### src/rtl/irq_agg_pkg.sv
`timescale 1ns/1ps
package irq_agg_pkg;
    localparam int SRC_N   = 32;
    localparam int DATA_W  = 32;
    localparam int ADDR_W  = 8;
    localparam int NUM_OUT = 4;
    localparam int SLOT_W  = $clog2(NUM_OUT);
    localparam int IDX_W   = $clog2(SRC_N);

    localparam logic [ADDR_W-1:0] OFS_STATUS    = 8'h00;
    localparam logic [ADDR_W-1:0] OFS_PEND      = 8'h04;
    localparam logic [ADDR_W-1:0] OFS_MASK_BASE = 8'h10;

    // slot order follows the mask offsets
    typedef enum logic [SLOT_W-1:0] {
        SLOT_C0_IRQ  = 2'd0,
        SLOT_C1_IRQ  = 2'd1,
        SLOT_C0_MCHK = 2'd2,
        SLOT_C1_MCHK = 2'd3
    } out_slot_e;

    typedef enum logic [1:0] {
        KIND_NONE,
        KIND_STATUS,
        KIND_PEND,
        KIND_MASK
    } reg_kind_e;

    typedef struct packed {
        reg_kind_e         kind;
        logic [SLOT_W-1:0] slot;
    } reg_hit_t;

    function automatic reg_hit_t decode_addr(input logic [ADDR_W-1:0] a);
        reg_hit_t h;
        logic [ADDR_W-1:0] off;
        h.kind = KIND_NONE;
        h.slot = '0;
        off = a - OFS_MASK_BASE;
        if (a == OFS_STATUS) begin
            h.kind = KIND_STATUS;
        end else if (a == OFS_PEND) begin
            h.kind = KIND_PEND;
        end else if (a >= OFS_MASK_BASE &&
                     a < OFS_MASK_BASE + ADDR_W'(4 * NUM_OUT) &&
                     a[1:0] == 2'b00) begin
            h.kind = KIND_MASK;
            h.slot = off[SLOT_W+1:2];
        end
        return h;
    endfunction
endpackage

### src/rtl/irq_agg_sync.sv
`timescale 1ns/1ps
module irq_agg_sync
    import irq_agg_pkg::*;
#(
    parameter int WIDTH       = SRC_N,
    parameter int SYNC_STAGES = 2
) (
    input  logic             clk,
    input  logic             rst,
    input  logic [WIDTH-1:0] d,
    output logic [WIDTH-1:0] q
);
    logic [SYNC_STAGES-1:0][WIDTH-1:0] stage_q;

    for (genvar s = 0; s < SYNC_STAGES; s++) begin : g_stage
        if (s == 0) begin : g_first
            always_ff @(posedge clk) begin
                if (rst) stage_q[s] <= '0;
                else     stage_q[s] <= d;
            end
        end else begin : g_next
            always_ff @(posedge clk) begin
                if (rst) stage_q[s] <= '0;
                else     stage_q[s] <= stage_q[s-1];
            end
        end
    end

    assign q = stage_q[SYNC_STAGES-1];

    if (SYNC_STAGES == 2) begin : g_chk
        logic [1:0] live_cnt;
        always_ff @(posedge clk) begin
            if (rst)                 live_cnt <= '0;
            else if (live_cnt != 2'd2) live_cnt <= live_cnt + 2'd1;
        end
        // status equals the source two edges earlier
        p_status_lat_r2: assert property (@(posedge clk) disable iff (rst)
            (live_cnt == 2'd2) |-> (q == $past(d, 2)));
    end
endmodule

### src/rtl/irq_agg_regs.sv
`timescale 1ns/1ps
module irq_agg_regs
    import irq_agg_pkg::*;
#(
    parameter int SRC_W  = SRC_N,
    parameter int DW     = DATA_W,
    parameter int AW     = ADDR_W,
    parameter int OUTS   = NUM_OUT
) (
    input  logic                       clk,
    input  logic                       rst,
    input  logic [AW-1:0]              bus_addr,
    input  logic                       bus_wr,
    input  logic [DW-1:0]              bus_wdata,
    input  logic [SRC_W-1:0]           status,
    input  logic [DW-1:0]              pend_word,
    output logic [DW-1:0]              bus_rdata,
    output logic [OUTS-1:0][SRC_W-1:0] mask_q
);
    reg_hit_t hit;
    logic     mask_wr;

    always_comb begin
        hit     = decode_addr(bus_addr);
        mask_wr = bus_wr && (hit.kind == KIND_MASK);
    end

    for (genvar o = 0; o < OUTS; o++) begin : g_mask
        always_ff @(posedge clk) begin
            if (rst)
                mask_q[o] <= '0;
            else if (mask_wr && (hit.slot == SLOT_W'(o)))
                mask_q[o] <= bus_wdata[SRC_W-1:0];
        end
    end

    always_comb begin
        bus_rdata = '0;
        unique case (hit.kind)
            KIND_STATUS: bus_rdata[SRC_W-1:0] = status;
            KIND_PEND:   bus_rdata            = pend_word;
            KIND_MASK:   bus_rdata[SRC_W-1:0] = mask_q[hit.slot];
            default:     bus_rdata            = '0;
        endcase
    end

    // masks are clear right after reset
    p_mask_reset_r1: assert property (@(posedge clk) disable iff (rst)
        $fell(rst) |-> (mask_q == '0));
    // a mask write stores the whole word on one edge
    p_mask_write_r3: assert property (@(posedge clk) disable iff (rst)
        mask_wr |=> (mask_q[$past(hit.slot)] == $past(bus_wdata[SRC_W-1:0])));
    // writes outside the mask words leave all masks untouched
    p_ignored_write_r8: assert property (@(posedge clk) disable iff (rst)
        (bus_wr && hit.kind != KIND_MASK) |=> $stable(mask_q));
endmodule

### src/rtl/irq_agg_pend.sv
`timescale 1ns/1ps
module irq_agg_pend
    import irq_agg_pkg::*;
#(
    parameter int SRC_W = SRC_N,
    parameter int DW    = DATA_W
) (
    input  logic             clk,
    input  logic             rst,
    input  logic [SRC_W-1:0] status,
    input  logic [SRC_W-1:0] mask0,
    output logic [DW-1:0]    pend_word
);
    localparam int IW = $clog2(SRC_W);

    logic [SRC_W-1:0] active;
    logic [IW-1:0]    top_idx;
    logic             any_act;

    always_comb begin
        active  = status & mask0;
        any_act = |active;
        top_idx = '0;
        for (int i = 0; i < SRC_W; i++) begin
            if (active[i]) top_idx = i[IW-1:0];
        end
        pend_word = '0;
        if (any_act) begin
            pend_word[DW-1]   = 1'b1;
            pend_word[IW-1:0] = top_idx;
        end
    end

    // a valid index points at an active bit with nothing above it
    p_pend_top_r7: assert property (@(posedge clk) disable iff (rst)
        pend_word[DW-1] |-> ((active >> pend_word[IW-1:0]) == SRC_W'(1)));
    // reads zero when nothing is pending
    p_pend_zero_r7: assert property (@(posedge clk) disable iff (rst)
        (status & mask0) == '0 |-> pend_word == '0);
endmodule

### src/rtl/irq_agg_route.sv
`timescale 1ns/1ps
module irq_agg_route
    import irq_agg_pkg::*;
#(
    parameter int SRC_W = SRC_N,
    parameter int OUTS  = NUM_OUT
) (
    input  logic                       clk,
    input  logic                       rst,
    input  logic [SRC_W-1:0]           status,
    input  logic [OUTS-1:0][SRC_W-1:0] mask_q,
    output logic [OUTS-1:0]            out_q
);
    for (genvar o = 0; o < OUTS; o++) begin : g_out
        always_ff @(posedge clk) begin
            if (rst) out_q[o] <= 1'b0;
            else     out_q[o] <= |(status & mask_q[o]);
        end

        // a cleared mask blocks its output on the next edge
        p_mask_blocks_r4: assert property (@(posedge clk) disable iff (rst)
            (mask_q[o] == '0) |=> !out_q[o]);
    end

    // no latching, outputs fall once the status clears
    p_no_latch_r5: assert property (@(posedge clk) disable iff (rst)
        (status == '0) |=> (out_q == '0));
    // one source enabled for both core 0 lines drives both
    p_no_exclusive_r6: assert property (@(posedge clk) disable iff (rst)
        ((status & mask_q[0] & mask_q[2]) != '0) |=> (out_q[0] && out_q[2]));
    // outputs are low on the first cycle after reset
    p_out_reset_r1: assert property (@(posedge clk) disable iff (rst)
        $fell(rst) |-> (out_q == '0));
endmodule

### src/rtl/irq_aggregator.sv
`timescale 1ns/1ps
module irq_aggregator
    import irq_agg_pkg::*;
(
    input  logic              clk,
    input  logic              rst,
    input  logic [SRC_N-1:0]  irq_src,
    input  logic [ADDR_W-1:0] bus_addr,
    input  logic              bus_wr,
    input  logic [DATA_W-1:0] bus_wdata,
    output logic [DATA_W-1:0] bus_rdata,
    output logic              core0_irq,
    output logic              core1_irq,
    output logic              core0_mchk,
    output logic              core1_mchk
);
    logic [SRC_N-1:0]              status;
    logic [NUM_OUT-1:0][SRC_N-1:0] mask_q;
    logic [DATA_W-1:0]             pend_word;
    logic [NUM_OUT-1:0]            out_q;

    irq_agg_sync #(.WIDTH(SRC_N), .SYNC_STAGES(2)) u_sync (
        .clk (clk),
        .rst (rst),
        .d   (irq_src),
        .q   (status)
    );

    irq_agg_regs #(.SRC_W(SRC_N), .DW(DATA_W), .AW(ADDR_W), .OUTS(NUM_OUT)) u_regs (
        .clk       (clk),
        .rst       (rst),
        .bus_addr  (bus_addr),
        .bus_wr    (bus_wr),
        .bus_wdata (bus_wdata),
        .status    (status),
        .pend_word (pend_word),
        .bus_rdata (bus_rdata),
        .mask_q    (mask_q)
    );

    irq_agg_pend #(.SRC_W(SRC_N), .DW(DATA_W)) u_pend (
        .clk       (clk),
        .rst       (rst),
        .status    (status),
        .mask0     (mask_q[SLOT_C0_IRQ]),
        .pend_word (pend_word)
    );

    irq_agg_route #(.SRC_W(SRC_N), .OUTS(NUM_OUT)) u_route (
        .clk    (clk),
        .rst    (rst),
        .status (status),
        .mask_q (mask_q),
        .out_q  (out_q)
    );

    assign core0_irq  = out_q[SLOT_C0_IRQ];
    assign core1_irq  = out_q[SLOT_C1_IRQ];
    assign core0_mchk = out_q[SLOT_C0_MCHK];
    assign core1_mchk = out_q[SLOT_C1_MCHK];
endmodule

### config.mk
export PLATFORM = sky130hd
export DESIGN_NAME = irq_aggregator
export DESIGN_NICKNAME = d
export VERILOG_FILES = /design/src/rtl/irq_agg_pkg.sv /design/src/rtl/irq_agg_sync.sv /design/src/rtl/irq_agg_regs.sv /design/src/rtl/irq_agg_pend.sv /design/src/rtl/irq_agg_route.sv /design/src/rtl/irq_aggregator.sv
export SDC_FILE = /design/constraint.sdc
export NUM_CORES = 1
export LEC_CHECK = 0
export ABC_CLOCK_PERIOD_IN_PS = 2880
export BUFFER_PORTS_ARGS = -buffer_cell sky130_fd_sc_hd__buf_4
export CAP_MARGIN = 30
export CORE_MARGIN = 2
export CORE_UTILIZATION = 30
export CTS_CLUSTER_DIAMETER = 40
export DETAILED_ROUTE_END_ITERATION = 16
export SYNTH_ARGS = -nofsm -noshare
export SYNTH_HDL_FRONTEND = slang
export SYNTH_HIERARCHICAL = 1
export SYNTH_SLANG_ARGS = --single-unit
### constraint.sdc
create_clock -name clk -period 2.88 [get_ports clk]
set_clock_uncertainty 0.1 [all_clocks]
set_input_delay 0.288 -clock clk [delete_from_list [all_inputs] [get_ports clk]]
set_output_delay 0.288 -clock clk [all_outputs]
set_load 0.05 [all_outputs]
==> results of run 1 <==
[cell type report]
type                       instances  area [um2]
inverter                          36       135.1
multi-input combinational        683        5545
tap                              448       560.5
fill                            3363       21410
sequential                       196        3951
timing repair buffer             174        1444
clock inverter                    13       133.9
clock buffer                      19       432.9
[final timing paths]
path / startpoint / to / slack [ps] / depth (start not counted)
setup reg to reg: u_sync/q[15]$_SDFF_PP0_ / u_route/out_q[3]$_SDFF_PP0_ / 1110 / 3
hold / removal: bus_wdata[30] / u_regs/mask_q[126]$_SDFFE_PP0P_ / 70 / 3
setup / recovery: u_sync/q[5]$_SDFF_PP0_ / bus_rdata[0] / 80 / 9
hold reg to reg: u_sync/stage_q[23]$_SDFF_PP0_ / u_sync/q[23]$_SDFF_PP0_ / 340 / 1
[cell usage in the layout, fill, tap and decap left out, drive strengths merged, types with 32 or more instances in the layout]
cell type / Yosys / layout
a22o: 36 / 36
a22oi: 71 / 71
buf: 86 / 142
dfxtp: 196 / 196
dlygate4sd3: 0 / 32
inv: 36 / 45
mux2i: 128 / 128
mux4: 32 / 32
nand2: 61 / 61
nand2b: 160 / 160
nor2b: 66 / 66
o22ai: 32 / 32
[state kept, by name, summed over array words and instances, names as in the netlist]
signal / count
u_regs/mask_q: 128
u_sync/q: 32
u_sync/stage_q: 32
u_route/out_q: 4
[power by group through the flow]
stage	clock [uW]	sequential (uW)	combinational [uW]
after floorplan	0	2820	320
after global placement	0	2870	399
after detailed placement	0	2870	400
after CTS	2400	2800	434
after global routing	2500	2810	472
final	2360	2810	437
[routing by layer]
| layer | vias up | track usage | wire [um] |
|---|---|---|---|
| li1 | 3713 | - | - |
| met4 | 0 | 0.05439 | 713 |
| met2 | 374 | 0.2722 | 14170 |
| met1 | 3857 | 0.2479 | 14460 |
| met3 | 52 | 0.03633 | 2573 |
| met5 | - | 0 | 0 |
[logic make-up (layout without fill, tap and decap cells)]
kind of cell / Yosys count / count (layout) / synth area share
compound gates: 170 / 170 / 0.1261
flops: 196 / 196 / 0.3820
simple gates: 327 / 327 / 0.2028
buf+inv: 156 / 242 / 0.09391
other cells: 1 / 26 / 0.0003651
mux: 160 / 160 / 0.1949
[worst max-delay path, stage by stage (launching register included)]
cell and delay (ps):
dfxtp_4 380, a22o_1 220, a31oi_2 190, o2111ai_2 150, a2111oi_2 370, a211oi_1 80
nand2_1 70, o22ai_1 60, a22o_1 280, buf_6 170
[stage by stage]
stage                 util  cells
floorplan                -   1035
global placement    0.3338   1503
detailed placement  0.3338   1503
CTS                 0.3610   1567
global route        0.3630   1569
finish              0.3630   1569
[what timing repair did]
item / 4_1_cts / 5_1_grt
endpoints found under the hold margin: 32 / 0
pin swaps: 2 / 8
buffers inserted: 0 / 2
endpoints found under the setup margin: 2 / 5
resized for setup: 9 / 20
hold buffers: 32 / 0
==> results.toml, run 1 <==
[status]
status = "finished, final reports clean"

[setup_path]
setup.worst_path.end_class = "output port"
critPathMaxFanout = 7
start_kind = "flop"
path_class = "reg2out"
required_ps = 2490
worst_ep_arrival_time_ps = 2410

[synth]
netlist.area_leader.share = 0.3820
synth_warnings = 6
synthMostInstantiatedCell = "dfxtp_1"
synth_area_mm2 = 0.01027
synth_commonest_cells = "dfxtp_1 (196), nand2b_1 (160), mux2i_1 (128)"
synth_top_area_cell = "dfxtp_1"
synth_area_leaders = "dfxtp_1 (38%), mux2i_1 (12%), nand2b_1 (9.7%), mux4_2 (7.0%), a22oi_1 (5.1%)"
async_reset_ff_frac = 0
ys_seq_area_frac = 0.3820
syn-instance-count = 1010
synth_edf_count = 0
ys_types = 51
avgSynthCellArea_um2 = 10.17
ys_seq_elements = 196
synth_flop_cell = "dfxtp_1"

[global_routing]
grt-ovfl-total = 0
track_usage = 0.1768
grt_pass1_vias = 7844
antenna_found_initial = 1
grt_max_degree = 62
grt_first_pass_wirelength_mm = 47.74

[timing]
fin_tns_setup_ps = 0
relSlewSlack = 0.4544
post-route-min-period_ps = 2798
whs_ps = 71.15
fmax_ghz = 0.3574
layout_setup_ws_ps = 82.03
setup_viol = 0
drv_slew = 0
rsz0062_at_grt = "yes"
fin_crit_sh = 0.9715
tightest_slew_ps = 817.6
hold_viol_final = 0

[place]
hpwl_mm = 23.07
dp_slack_ps = 358.9
placed_area_mm2 = 0.01122
io_buffers = 110
gp_congestion = 0.9551

[pwr]
comb_power_share = 0.078
power_frac_clock = 0.422
power.switching_uw = 1470
p_seq_frac = 0.500
p_leak_uw = 0.005063
ir_drop_uv = 429.6
switching_share = 0.2622
p_int_uw = 4137
powerDensity_mw_per_mm2 = 459.5
power_uw = 5607

[route]
via_per_inst = 5.096
postRouteWirelength_mm = 31.92
drtIter0Drc = 784
vias = 7996
antenna_left = 0
wl_per_cell_um = 20.35
remaining_drc_errors = 0
firstDrtPassIters = 6

[clocking]
clock-root-buffer = "clkbuf_16"
cts_tree = "built"
cts_buffers = 17
htree_levels = 4
clockBufferDepth = 2
path_clk_slew_ps = 80
cts.sinks = 196
clock_latency_ps = 450

[layout]
drive_gt1_frac = 0.2694
fin_nets = 1183
finalInstanceArea_mm2 = 0.01220
area_delta_synth_final_pct = 18.79
antenna_cells = 0

[floorplanning]
ioPinCount = 111
core_area_mm2 = 0.03362
initial_core_util = 0.3056
rows = 67
die_w_um = 189.0
dieArea_mm2 = 0.03574
die_height_um = 189.0

[flow_run]
maxCapViolCount = 0

[min_path]
min_path_type = "in2reg"
Note: power is estimated with default switching activity, not from simulation.
==> run 2: changes to the inputs <==
CORE_UTILIZATION = 50   (was 30)
PLACE_DENSITY = 0.7   (was unset)
==> results.toml, run 2 (same netlist as run 1, synthesis figures left out) <==
[setup_path]
critPathMaxFanout = 7
start_kind = "flop"
worst_ep_arrival_time_ps = 2470
cp_num_buf_inv = 1
required_ps = 2490
slowest_stage = "dfxtp_1"
setup.worst_path.end_class = "output port"
r2r_slack_ps = 1180
worstRegToRegCells = 3
crit_top_cell = "nand2_1"
crit_chain = "a22oi_1, nand2_1, a21o_1, o31ai_1, nand2_1, o22ai_1, a22o_1, buf_4"
worst-path-stages = 8
cpLargestDelayFamily = "compound AO/OA/AOI/OAI gates"
r2r_start = "u_sync/q[15]$_SDFF_PP0_"
r2r_end = "u_route/out_q[3]$_SDFF_PP0_"
path_class = "reg2out"
cp-endpoint = "bus_rdata[1]"
startpoint = "u_sync/q[20]$_SDFF_PP0_"
cp_slowest_stage_delay_ps = 410

[min_path]
min_path_type = "in2reg"
min_from = "bus_wdata[6]"

[place]
placed_area_mm2 = 0.01099
dp_slack_ps = 410.2
io_buffers = 110
gp_congestion = 1.056
hpwl_mm = 19.81

[timing]
fmax_ghz = 0.3498
layout_setup_ws_ps = 21.11
fin_crit_sh = 0.9927
drv_slew = 0
hold_viol_final = 0
relSlewSlack = 0.5277
tightest_slew_ps = 708.4
post-route-min-period_ps = 2859
fin_tns_setup_ps = 0
setup_viol = 0

[route]
postRouteWirelength_mm = 28.95
via_per_inst = 5.792
antenna_left = 0
firstDrtPassIters = 10
drtIter0Drc = 919
wl_per_cell_um = 20.90
remaining_drc_errors = 0
vias = 8022

[pwr]
power.switching_uw = 1323
p_seq_frac = 0.499
power_uw = 5620
ir_drop_uv = 348.1
switching_share = 0.2353
powerDensity_mw_per_mm2 = 468.8
comb_power_share = 0.076
p_leak_uw = 0.005062
p_int_uw = 4298
power_frac_clock = 0.425

[global_routing]
antenna_found_initial = 0
grt_max_degree = 68
grt-ovfl-total = 0
grt_first_pass_wirelength_mm = 45.22
track_usage = 0.2687
grt_pass1_vias = 7847

[floorplanning]
die_height_um = 147.3
dieArea_mm2 = 0.02171
rows = 52
die_w_um = 147.3
initial_core_util = 0.5093
ioPinCount = 111
core_area_mm2 = 0.02017

[layout]
antenna_cells = 0
final_common_cell = "dfxtp_1"
largest_register_ffs = 128
nFillCells = 1738
fin_nets = 1177
area_delta_synth_final_pct = 16.71
top_register = "u_regs/mask_q"
final_cell_mix = "dfxtp_1 (187), nand2b_1 (160), buf_4 (128), mux2i_1 (128), a22oi_1 (67)"
finalInstanceArea_mm2 = 0.01199
drive_gt1_frac = 0.2601

[clocking]
clock_latency_ps = 430
htree_levels = 4
clockBufferDepth = 2
cts.sinks = 196
cts_buffers = 17
path_clk_slew_ps = 70
cts_tree = "built"
clock-root-buffer = "clkbuf_16"

[flow_run]
maxCapViolCount = 0

[status]
status = "finished, final reports clean"
run 2: final cells by class:
cell class | instances | area [um2] | share of cell area
multi-input cells | 683 | 5559 | 0.4637
flip-flops and latches | 196 | 3943 | 0.3288
repair buffers | 168 | 1424 | 0.1188
clock buffers | 19 | 442.9 | 0.03694
well taps | 270 | 337.8 | 0.02818
clock inverters | 13 | 147.6 | 0.01231
inverters | 36 | 135.1 | 0.01127
run 2: how the worst min path moves through the flow:
| stage | to | slack [ps] | depth (start not counted) |
|---|---|---|---|
| 2_1_floorplan | u_sync/q[0]$_SDFF_PP0_ | 310 | 1 |
| 3_3_place_gp | u_sync/q[20]$_SDFF_PP0_ | 320 | 1 |
| 3_5_place_dp | u_sync/q[3]$_SDFF_PP0_ | 320 | 1 |
| 4_1_cts | u_regs/mask_q[102]$_SDFFE_PP0P_ | 90 | 3 |
| 5_1_grt | u_regs/mask_q[126]$_SDFFE_PP0P_ | 110 | 3 |
| 6_report | u_regs/mask_q[102]$_SDFFE_PP0P_ | 90 | 3 |
run 2: power groups by stage:
stage               registers [uW]  clock network [uW]  logic, uW
floorplan                     2820                   0        320
global placement              2860                   0        389
detailed placement            2860                   0        389
CTS                           2800                2420        425
global route                  2810                2510        465
finish                        2800                2390        429
run 2: through the flow:
step | hold WS [ps] | cells | util
3_5_place_dp | 321.6 | 1320 | 0.5447
6_report | 90.75 | 1385 | 0.5944
3_3_place_gp | 320.2 | 1320 | 0.5447
2_1_floorplan | 313.8 | 1035 | -
4_1_cts | 89.54 | 1384 | 0.5905
5_1_grt | 108.4 | 1385 | 0.5944
run 2: worst register-to-register path, stage by stage (launching register included):
cell and delay (ps):
dfxtp_1 430, a22oi_1 300, nand4_1 240, o41a_1 510
run 2: layer usage:
layer / up-vias / wire length [um] / track usage
met2: 421 / 12900 / 0.4105
met1: 3838 / 12710 / 0.3720
li1: 3700 / - / -
met3: 63 / 2612 / 0.06708
met5: - / 0 / 0
met4: 0 / 725 / 0.09279
run 2: what timing repair did:
item,CTS,global route
pin swaps,0,5
endpoints found under the setup margin,1,3
hold endpoints to repair,32,0
hold buffers,32,0
resized for setup,4,19
buffers inserted,0,1
==> run 3: changes to the inputs <==
REMOVE_ABC_BUFFERS = 1   (was unset)
==> results.toml, run 3 (same netlist as run 1, synthesis figures left out) <==
[setup_path]
crit_top_cell = "a22o_1"
r2r_slack_ps = 1050
setup.worst_path.end_class = "output port"
worst_ep_arrival_time_ps = 2390
startpoint = "u_sync/q[5]$_SDFF_PP0_"
r2r_start = "u_sync/q[7]$_SDFF_PP0_"
cp-endpoint = "bus_rdata[0]"
r2r_end = "u_route/out_q[3]$_SDFF_PP0_"
critPathMaxFanout = 7
crit_chain = "a22o_1, a31oi_1, o2111ai_1, a2111oi_2, a211oi_2, nand2_1, o22ai_2, a22o_1, buf_6"
slowest_stage = "dfxtp_4"
path_class = "reg2out"
required_ps = 2490
worstRegToRegCells = 4
start_kind = "flop"
cp_slowest_stage_delay_ps = 360

[floorplanning]
core_area_mm2 = 0.02017
ioPinCount = 111
rows = 52
dieArea_mm2 = 0.02171
die_w_um = 147.3
initial_core_util = 0.5093
die_height_um = 147.3

[route]
remaining_drc_errors = 0
vias = 7876
firstDrtPassIters = 6
antenna_left = 0
drtIter0Drc = 665
via_per_inst = 5.658
wl_per_cell_um = 19.56
postRouteWirelength_mm = 27.23

[timing]
fmax_ghz = 0.3593
whs_ps = 104.9
tightest_slew_ps = 748.4
fin_crit_sh = 0.9663
relSlewSlack = 0.5011
post-route-min-period_ps = 2783
hold_viol_final = 0
drv_slew = 0
setup_viol = 0

[min_path]
min_path_type = "in2reg"

[place]
hpwl_mm = 18.67
gp_congestion = 0.9214
io_buffers = 110

[global_routing]
antenna_found_initial = 0
grt_first_pass_wirelength_mm = 42.90
track_usage = 0.2516
grt-ovfl-total = 0
grt_max_degree = 77
grt_pass1_vias = 7769

[clocking]
cts_setup_buffers = 0
clockBufferDepth = 2
cts_buffers = 17
cts_tree = "built"
clock_latency_ps = 430
clock-root-buffer = "clkbuf_16"
path_clk_slew_ps = 70
cts.sinks = 196
htree_levels = 4

[layout]
antenna_cells = 0
top_register = "u_regs/mask_q"
drive_gt1_frac = 0.2602
largest_register_ffs = 128
final_common_cell = "dfxtp_1"
postLayoutCoreUtil = 0.5932
nFillCells = 1769
fin_nets = 1185
area_delta_synth_final_pct = 16.47
final_cell_mix = "dfxtp_1 (189), nand2b_1 (160), buf_4 (138)"

[status]
status = "finished, final reports clean"

[pwr]
ir_drop_uv = 358.7
powerDensity_mw_per_mm2 = 462.2
p_leak_uw = 0.005068

[flow_run]
maxCapViolCount = 0
run 3: what timing repair did:
action / CTS / global route
gates cloned: 0 / 0
hold buffers: 32 / 0
endpoints found under the setup margin: 1 / 4
endpoints found under the hold margin: 32 / 0
pin swaps: 1 / 3
resized for setup: 3 / 14
run 3: critical path: cells and delay by family, from the launching register on:
kind                   cells  cell delay (ps)
AOI/OAI and AO/OA          7             1350
DFF                        1              360
buffers and inverters      1              160
and+or+nand+nor            1              100
run 3: how the worst min path moves through the flow:
| stage | startpoint | to | slack (ps) | depth (start not counted) |
|---|---|---|---|---|
| floorplan | rst | u_sync/q[10]$_SDFF_PP0_ | 250 | 1 |
| finish | bus_wdata[31] | u_regs/mask_q[31]$_SDFFE_PP0P_ | 100 | 3 |
| global placement | u_sync/stage_q[22]$_SDFF_PP0_ | u_sync/q[22]$_SDFF_PP0_ | 320 | 1 |
| detailed placement | u_sync/stage_q[27]$_SDFF_PP0_ | u_sync/q[27]$_SDFF_PP0_ | 320 | 1 |
| global route | bus_wdata[31] | u_regs/mask_q[31]$_SDFFE_PP0P_ | 110 | 3 |
| CTS | bus_wdata[31] | u_regs/mask_q[127]$_SDFFE_PP0P_ | 90 | 3 |
run 3: power breakdown:
group          internal (uW)  leakage [uW]  switching, uW
combinational            232       0.00320            210
clock                   1250      0.000274           1050
sequential              2750       0.00160           38.2
run 3: area by class of cell:
class                      count  area [um2]  area share
clock inverter                10       100.1    0.008366
timing repair buffer         176        1459      0.1219
inverter                      36       135.1     0.01129
tap                          270       337.8     0.02824
clock buffer                  21       460.4     0.03849
sequential                   196        3938      0.3291
multi-input combinational    683        5534      0.4626
run 3: per-layer routing:
layer / routed length (um) / GRT usage / vias up
met5: 0 / 0 / -
met4: 623 / 0.07452 / 0
met1: 12410 / 0.3512 / 3839
li1: - / - / 3714
met3: 1731 / 0.04534 / 36
met2: 12460 / 0.4002 / 287
run 3: through the flow:
stage / TNS [ps] / cell area, um2 / setup slack (ps) / std cells / power (uW)
5_1_grt: -11.95 / 11960 / -11.95 / 1392 / 5722
2_1_floorplan: -45870 / 9537 / -581.5 / 915 / 3016
4_1_cts: 0 / 11920 / 5.958 / 1392 / 5574
3_5_place_dp: 0 / 11030 / 356.8 / 1329 / 3256
3_3_place_gp: 0 / 11030 / 376.6 / 1329 / 3251
6_report: 0 / 11960 / 97.08 / 1392 / 5530
